===== src/rtl/xcvr_pkg.sv =====
package xcvr_pkg;

    typedef struct packed {
        logic en_n;
        logic le_n;
        logic oe_n;
    } lane_ctrl_t;

    function automatic logic gate_open(lane_ctrl_t c);
        return !c.en_n && !c.le_n;
    endfunction

    function automatic logic drive_on(lane_ctrl_t c);
        return !c.en_n && !c.oe_n;
    endfunction

endpackage


===== src/rtl/xcvr_lane.sv =====
module xcvr_lane
    import xcvr_pkg::*;
#(
    parameter int W = 8
) (
    input  logic         clk,
    input  logic         rst,
    input  lane_ctrl_t   ctrl,
    input  logic [W-1:0] din,
    output logic [W-1:0] dout,
    output logic         oe
);
    logic [W-1:0] held;
    logic         open_now;

    assign open_now = gate_open(ctrl);

    always_ff @(posedge clk) begin
        if (rst) begin
            held <= '0;
        end else if (open_now) begin
            held <= din;
        end
    end

    // open lanes pass the input through; closed lanes show stored data
    assign dout = open_now ? din : held;
    assign oe   = drive_on(ctrl);
endmodule


===== src/rtl/xcvr_dir.sv =====
module xcvr_dir
    import xcvr_pkg::*;
#(
    parameter int DATA_W = 16,
    parameter int LANE_W = 8,
    localparam int LANES = DATA_W / LANE_W
) (
    input  logic              clk,
    input  logic              rst,
    input  logic [LANES-1:0]  en_n,
    input  logic [LANES-1:0]  le_n,
    input  logic [LANES-1:0]  oe_n,
    input  logic [DATA_W-1:0] din,
    output logic [DATA_W-1:0] dout,
    output logic [LANES-1:0]  oe
);
    for (genvar k = 0; k < LANES; k++) begin : g_lane
        lane_ctrl_t c;
        assign c.en_n = en_n[k];
        assign c.le_n = le_n[k];
        assign c.oe_n = oe_n[k];

        xcvr_lane #(.W(LANE_W)) u_lane (
            .clk  (clk),
            .rst  (rst),
            .ctrl (c),
            .din  (din[k*LANE_W +: LANE_W]),
            .dout (dout[k*LANE_W +: LANE_W]),
            .oe   (oe[k])
        );
    end
endmodule


===== src/rtl/xcvr_contend.sv =====
module xcvr_contend #(
    parameter int LANES = 2
) (
    input  logic [LANES-1:0] a_drive,
    input  logic [LANES-1:0] b_drive,
    output logic [LANES-1:0] clash
);
    for (genvar k = 0; k < LANES; k++) begin : g_clash
        assign clash[k] = a_drive[k] & b_drive[k];
    end
endmodule


===== src/rtl/byte_latch_xcvr.sv =====
module byte_latch_xcvr #(
    parameter int DATA_W = 16,
    parameter int LANE_W = 8,
    localparam int LANES = DATA_W / LANE_W
) (
    input  logic              clk,
    input  logic              rst,
    input  logic [DATA_W-1:0] a_in,
    input  logic [DATA_W-1:0] b_in,
    input  logic [LANES-1:0]  en_ab_n,
    input  logic [LANES-1:0]  le_ab_n,
    input  logic [LANES-1:0]  oe_ab_n,
    input  logic [LANES-1:0]  en_ba_n,
    input  logic [LANES-1:0]  le_ba_n,
    input  logic [LANES-1:0]  oe_ba_n,
    output logic [DATA_W-1:0] a_out,
    output logic [LANES-1:0]  a_oe,
    output logic [DATA_W-1:0] b_out,
    output logic [LANES-1:0]  b_oe,
    output logic [LANES-1:0]  contention
);
    xcvr_dir #(.DATA_W(DATA_W), .LANE_W(LANE_W)) u_ab (
        .clk  (clk),
        .rst  (rst),
        .en_n (en_ab_n),
        .le_n (le_ab_n),
        .oe_n (oe_ab_n),
        .din  (a_in),
        .dout (b_out),
        .oe   (b_oe)
    );

    xcvr_dir #(.DATA_W(DATA_W), .LANE_W(LANE_W)) u_ba (
        .clk  (clk),
        .rst  (rst),
        .en_n (en_ba_n),
        .le_n (le_ba_n),
        .oe_n (oe_ba_n),
        .din  (b_in),
        .dout (a_out),
        .oe   (a_oe)
    );

    xcvr_contend #(.LANES(LANES)) u_clash (
        .a_drive (a_oe),
        .b_drive (b_oe),
        .clash   (contention)
    );
endmodule


===== config.mk =====
export PLATFORM = sky130hd
export DESIGN_NAME = byte_latch_xcvr
export DESIGN_NICKNAME = d
export VERILOG_FILES = /design/src/rtl/xcvr_pkg.sv /design/src/rtl/xcvr_lane.sv /design/src/rtl/xcvr_dir.sv /design/src/rtl/xcvr_contend.sv /design/src/rtl/byte_latch_xcvr.sv
export SDC_FILE = /design/constraint.sdc
export NUM_CORES = 1
export LEC_CHECK = 0
export BUFFER_PORTS_ARGS = -buffer_cell sky130_fd_sc_hd__clkbuf_2
export CAP_MARGIN = 15
export CORE_UTILIZATION = 44
export CTS_BUF_LIST = sky130_fd_sc_hd__clkbuf_4 sky130_fd_sc_hd__clkbuf_8 sky130_fd_sc_hd__clkbuf_16
export CTS_CLUSTER_SIZE = 10
export DETAILED_ROUTE_END_ITERATION = 10
export PLACE_DENSITY = 0.84
export SKIP_LAST_GASP = 1
export SYNTH_ARGS = -nofsm -noshare
export SYNTH_HDL_FRONTEND = slang
export SYNTH_SLANG_ARGS = --single-unit

===== constraint.sdc =====
create_clock -name clk -period 0.8 [get_ports clk]
set_input_delay 0.04 -clock clk [delete_from_list [all_inputs] [get_ports clk]]
set_output_delay 0.04 -clock clk [all_outputs]
set_load 0.05 [all_outputs]

==> results of run 1 <==
[metrics by stage]
stage / worst slack (ns) / cells / cell area, um^2 / hold slack [ns]
detailed placement: -0.256 / 322 / 2290 / 0.414
global placement: -0.231 / 322 / 2290 / 0.401
floorplan: -0.0892 / 181 / 1660 / 0.109
[cell families after synthesis]
| kind of cell | after synthesis |
|---|---|
| simple gates | 70 |
| buf+inv | 15 |
| flops | 32 |
| compound gates | 64 |
==> results.sh, run 1 <==
export IMPL_place_congestion=0.801
export IMPL_synth_area_leaders="dfxtp_1 (42%), or3b_1 (16%), a21oi_1 (9.2%)"
export IMPL_synthCells=181
export IMPL_synth_nets=227
export IMPL_synth_main_ff_cell="dfxtp_1"
export IMPL_synth_mux_area_share_pct=0
export IMPL_die_x_um=60.8
export IMPL_async_flop_share_pct=0
export IMPL_synth_distinct_cells=15
export IMPL_cts_setup_buffers=23
export IMPL_yosysSeqAreaShare_pct=42.1
export IMPL_avgSynthCellArea_um2=8.40
export IMPL_synth_edf_count=0
export IMPL_rows=20
export IMPL_synthAdderAreaFrac_pct=0
export IMPL_cts_buffers=5
export IMPL_firstError="[ERROR DPL-0038] Utilization greater than 100%, impossible to legalize"
export IMPL_status="stopped before the end"
export IMPL_cts_sinks=32
export IMPL_synth_warnings=0
export IMPL_pin_count=84
export IMPL_ys_ff_latch=32
export IMPL_stop_stage="clock tree synthesis (4_1_cts)"
export IMPL_synth_area_leader_cell="dfxtp_1"
export IMPL_initial_core_util_pct=48.2
export IMPL_syn_area_um2=1520
export IMPL_synth_top_cell_area_share_pct=42.1
export IMPL_cts_root_buffer="clkbuf_4"
export IMPL_cts_buffer_depth=2
export IMPL_place_hpwl_mm=2.70
export IMPL_synth_xor_area_share_pct=0
export IMPL_cts_resized=181
export IMPL_synth_top_family_by_area="simple AND/OR/NAND/NOR gates"
export IMPL_htree_levels=2
export IMPL_cts_hold_buf=0
export IMPL_portBuffers=83
export IMPL_synth_common_cells="dfxtp_1 (32), nand2_1 (32), a21oi_1 (28), or3b_1 (28), o21ai_0 (24)"
export IMPL_synth_simple_gate_area_share_pct=28.8
export IMPL_die_h_um=60.8
export IMPL_synth_compound_area_share_pct=22.1
==> run 2, diff against run 1 <==
- CORE_UTILIZATION: 44 -> 40
- CTS_BUF_LIST: sky130_fd_sc_hd__clkbuf_4 sky130_fd_sc_hd__clkbuf_8 sky130_fd_sc_hd__clkbuf_16 -> not set
- CTS_CLUSTER_SIZE: 10 -> not set
- PLACE_DENSITY: 0.84 -> not set
- PLACE_DENSITY_LB_ADDON: not set -> 0.15
==> run 2 against run 1 <==
The flow now finishes, with violations (setup timing). Synthesized cell count stayed put. Synthesized area unchanged.
==> results.sh, run 2 <==
export IMPL_status="finished, violations left"
export IMPL_violations="setup timing"
export IMPL_path_cells="o21ai_2 > nand2_2 > buf_12"
export IMPL_cts_buffers=5
export IMPL_vdd_ir_drop_max_mv=1.10
export IMPL_reg_top3="u_ab.g_lane.u_lane.held: 16 flops, u_ba.g_lane.u_lane.held: 16 flops"
export IMPL_routed_via_count=1901
export IMPL_pin_count=84
export IMPL_synth_top_family_by_area="simple AND/OR/NAND/NOR gates"
export IMPL_fin_crit_ns=0.994
export IMPL_grt_max_degree=17
export IMPL_clk_latency_ns=0.28
export IMPL_crit_arrival_ns=0.95
export IMPL_ys_ff_latch=32
export IMPL_cts_buffer_depth=2
export IMPL_reg2reg_from="u_ab.g_lane[0].u_lane.held[1]"
export IMPL_r2r_slack_ns=-0.07
export IMPL_drt_wl_total_mm=6.27
export IMPL_die_h_um=63.7
export IMPL_rsz0062_at_grt="true"
export IMPL_rows=22
export IMPL_htree_levels=2
export IMPL_final_cell_mix="buf_4 (43), clkbuf_2 (41), dfxtp_2 (31), nand2_2 (28), a21oi_1 (28)"
export IMPL_skew_ns=0
export IMPL_die_x_um=63.7
export IMPL_synth_common_cells="dfxtp_1 (32), nand2_1 (32), a21oi_1 (28), or3b_1 (28), o21ai_0 (24)"
export IMPL_power_density_nw_per_um2=1430
export IMPL_startpoint_type="register"
export IMPL_synth_distinct_cells=15
export IMPL_ant_nets=0
export IMPL_multiInputGateArea_um2=1120
export IMPL_grt_pass1_vias=1725
export IMPL_synth_main_ff_cell="dfxtp_1"
export IMPL_cts_root_buffer="clkbuf_8"
export IMPL_crit_slowest_cell="dfxtp_1"
export IMPL_required_ns=0.76
export IMPL_stdcell_area_um2=3380
export IMPL_finish_net_count=359
export IMPL_place_congestion=0.694
export IMPL_synth_mux_area_share_pct=0
export IMPL_die_area_um2=4050
export IMPL_fill_cells=138
export IMPL_postLayoutSetupSlackWorst_ns=-0.194
export IMPL_r2r_end="u_ab.g_lane[0].u_lane.held[1]"
export IMPL_critPathMaxStageDelay_ns=0.31
export IMPL_fmax_mhz=1010
export IMPL_cts_sinks=32
export IMPL_finalSetupViolCount=40
export IMPL_hold_viol=0
export IMPL_place_hpwl_mm=2.61
export IMPL_clkTransAtPathRegs_ns=0.06
export IMPL_relSlewSlack_pct=81.6
export IMPL_synth_simple_gate_area_share_pct=28.8
export IMPL_track_usage_pct=25.6
export IMPL_power_leakage_nw=1.52
export IMPL_synth_area_leader_cell="dfxtp_1"
export IMPL_synth_nets=227
export IMPL_drive_above_1_share_pct=85.0
export IMPL_synth_warnings=0
export IMPL_period_share_pct=124
export IMPL_initial_core_util_pct=41.5
export IMPL_vias_per_cell=5.25
export IMPL_placement_cell_area_um2=2290
export IMPL_synth_area_leaders="dfxtp_1 (42%), or3b_1 (16%), a21oi_1 (9.2%)"
export IMPL_grt_overflow_total=0
export IMPL_cts_tree="yes"
export IMPL_routedWlPerCell_um=17.3
export IMPL_crit_path_max_fanout=2
export IMPL_crit_path_end="b_out[7]"
export IMPL_crit_start="u_ab.g_lane[0].u_lane.held[7]"
export IMPL_maxCapViolations=0
export IMPL_synthAdderAreaFrac_pct=0
export IMPL_num_antenna_cells=0
export IMPL_synthCells=181
export IMPL_yosysSeqAreaShare_pct=42.1
export IMPL_synth_compound_area_share_pct=22.1
export IMPL_seq_area_um2=679
export IMPL_synth_top_cell_area_share_pct=42.1
export IMPL_portBuffers=83
export IMPL_synth_edf_count=0
export IMPL_first_pass_iters=4
export IMPL_reg2reg_depth=4
export IMPL_cp_end_kind="primary output"
export IMPL_antenna_found_initial=0
export IMPL_tightestPinTransition_ns=0.278
export IMPL_drv_slew=0
export IMPL_syn_area_um2=1520
export IMPL_drc_errors=0
export IMPL_hold_path_class="primary input to register"
export IMPL_area_growth_synth_to_final_pct=123
export IMPL_synth_xor_area_share_pct=0
export IMPL_avgSynthCellArea_um2=8.40
export IMPL_async_flop_share_pct=0
export IMPL_final_common_cell="buf_4"
export IMPL_tns_ns=-5.17
export IMPL_path_class="register to primary output"
export IMPL_first_iter_violations=92
export IMPL_grt_first_pass_wirelength_mm=8.07
export IMPL_core_um2=3660
## run 2: cell counts after synthesis
No cell type changed its count.
## run 2: repair_timing
item	CTS	global route
gates cloned	1	1
pin swaps	29	25
setup endpoints to repair	37	38
hold buffers	0	0
buffers inserted	16	17
resized for setup	186	43
## run 2: how the worst min path moves through the flow
stage               cells past startpoint  slack, ns        from                             to
finish                                  3       0.10  en_ba_n[1]  u_ba.g_lane[1].u_lane.held[4]
CTS                                     3       0.08  en_ba_n[1]  u_ba.g_lane[1].u_lane.held[4]
detailed placement                      3       0.41    a_in[11]  u_ab.g_lane[1].u_lane.held[3]
global placement                        3       0.41     b_in[4]  u_ba.g_lane[0].u_lane.held[4]
global route                            3       0.10  en_ab_n[0]  u_ab.g_lane[0].u_lane.held[7]
floorplan                               1       0.11         rst  u_ba.g_lane[1].u_lane.held[2]
## run 2: where the power goes
group          leakage (nW)  switching [mW]  internal, mW
clock network        0.0455           0.568         0.701
logic                  1.20           0.978         0.858
registers             0.275          0.0414          1.68
total                  1.52            1.59          3.24
## run 2: worst max-delay path: cells and delay by family, from the launching register on
family | cells | cell delay, ns
buffers and inverters | 1 | 0.16
AND/OR/NAND/NOR | 1 | 0.12
flip-flops | 1 | 0.31
AO/OA/AOI/OAI | 1 | 0.09
## run 2: cell families after synthesis
kind of cell	count (synthesis)
compound gates	64
buf+inv	15
flops	32
simple gates	70
## run 2: final cells by class
type	instances	share of cell area, %
well taps	48	1.78
clock buffers	8	2.66
flip-flops and latches	32	20.1
repair buffers	140	42.5
multi-input cells	134	33.0
## run 2: stage by stage
| stage | setup slack, ns | util [%] | std cells | hold slack (ns) | total power [mW] |
|---|---|---|---|---|---|
| 2_1_floorplan | -0.0892 | - | 181 | 0.109 | 2.53 |
| 3_3_place_gp | -0.252 | 62.6 | 324 | 0.406 | 2.91 |
| 3_5_place_dp | -0.246 | 62.6 | 324 | 0.411 | 2.92 |
| 4_1_cts | -0.153 | 86.6 | 348 | 0.0830 | 4.64 |
| 5_1_grt | -0.218 | 92.4 | 362 | 0.105 | 4.99 |
| 6_report | -0.194 | 92.4 | 362 | 0.101 | 4.83 |
## run 2: layer usage
| layer | part of all wire [%] | up-vias | global-route usage, % |
|---|---|---|---|
| met3 | 4.2 | 16 | 5.80 |
| met1 | 38 | 913 | 29.5 |
| met5 | 0 | - | 0 |
| li1 | - | 905 | - |
| met4 | 2.8 | 0 | 7.67 |
| met2 | 55 | 67 | 46.4 |
Note: power is estimated with default switching activity, not from simulation.
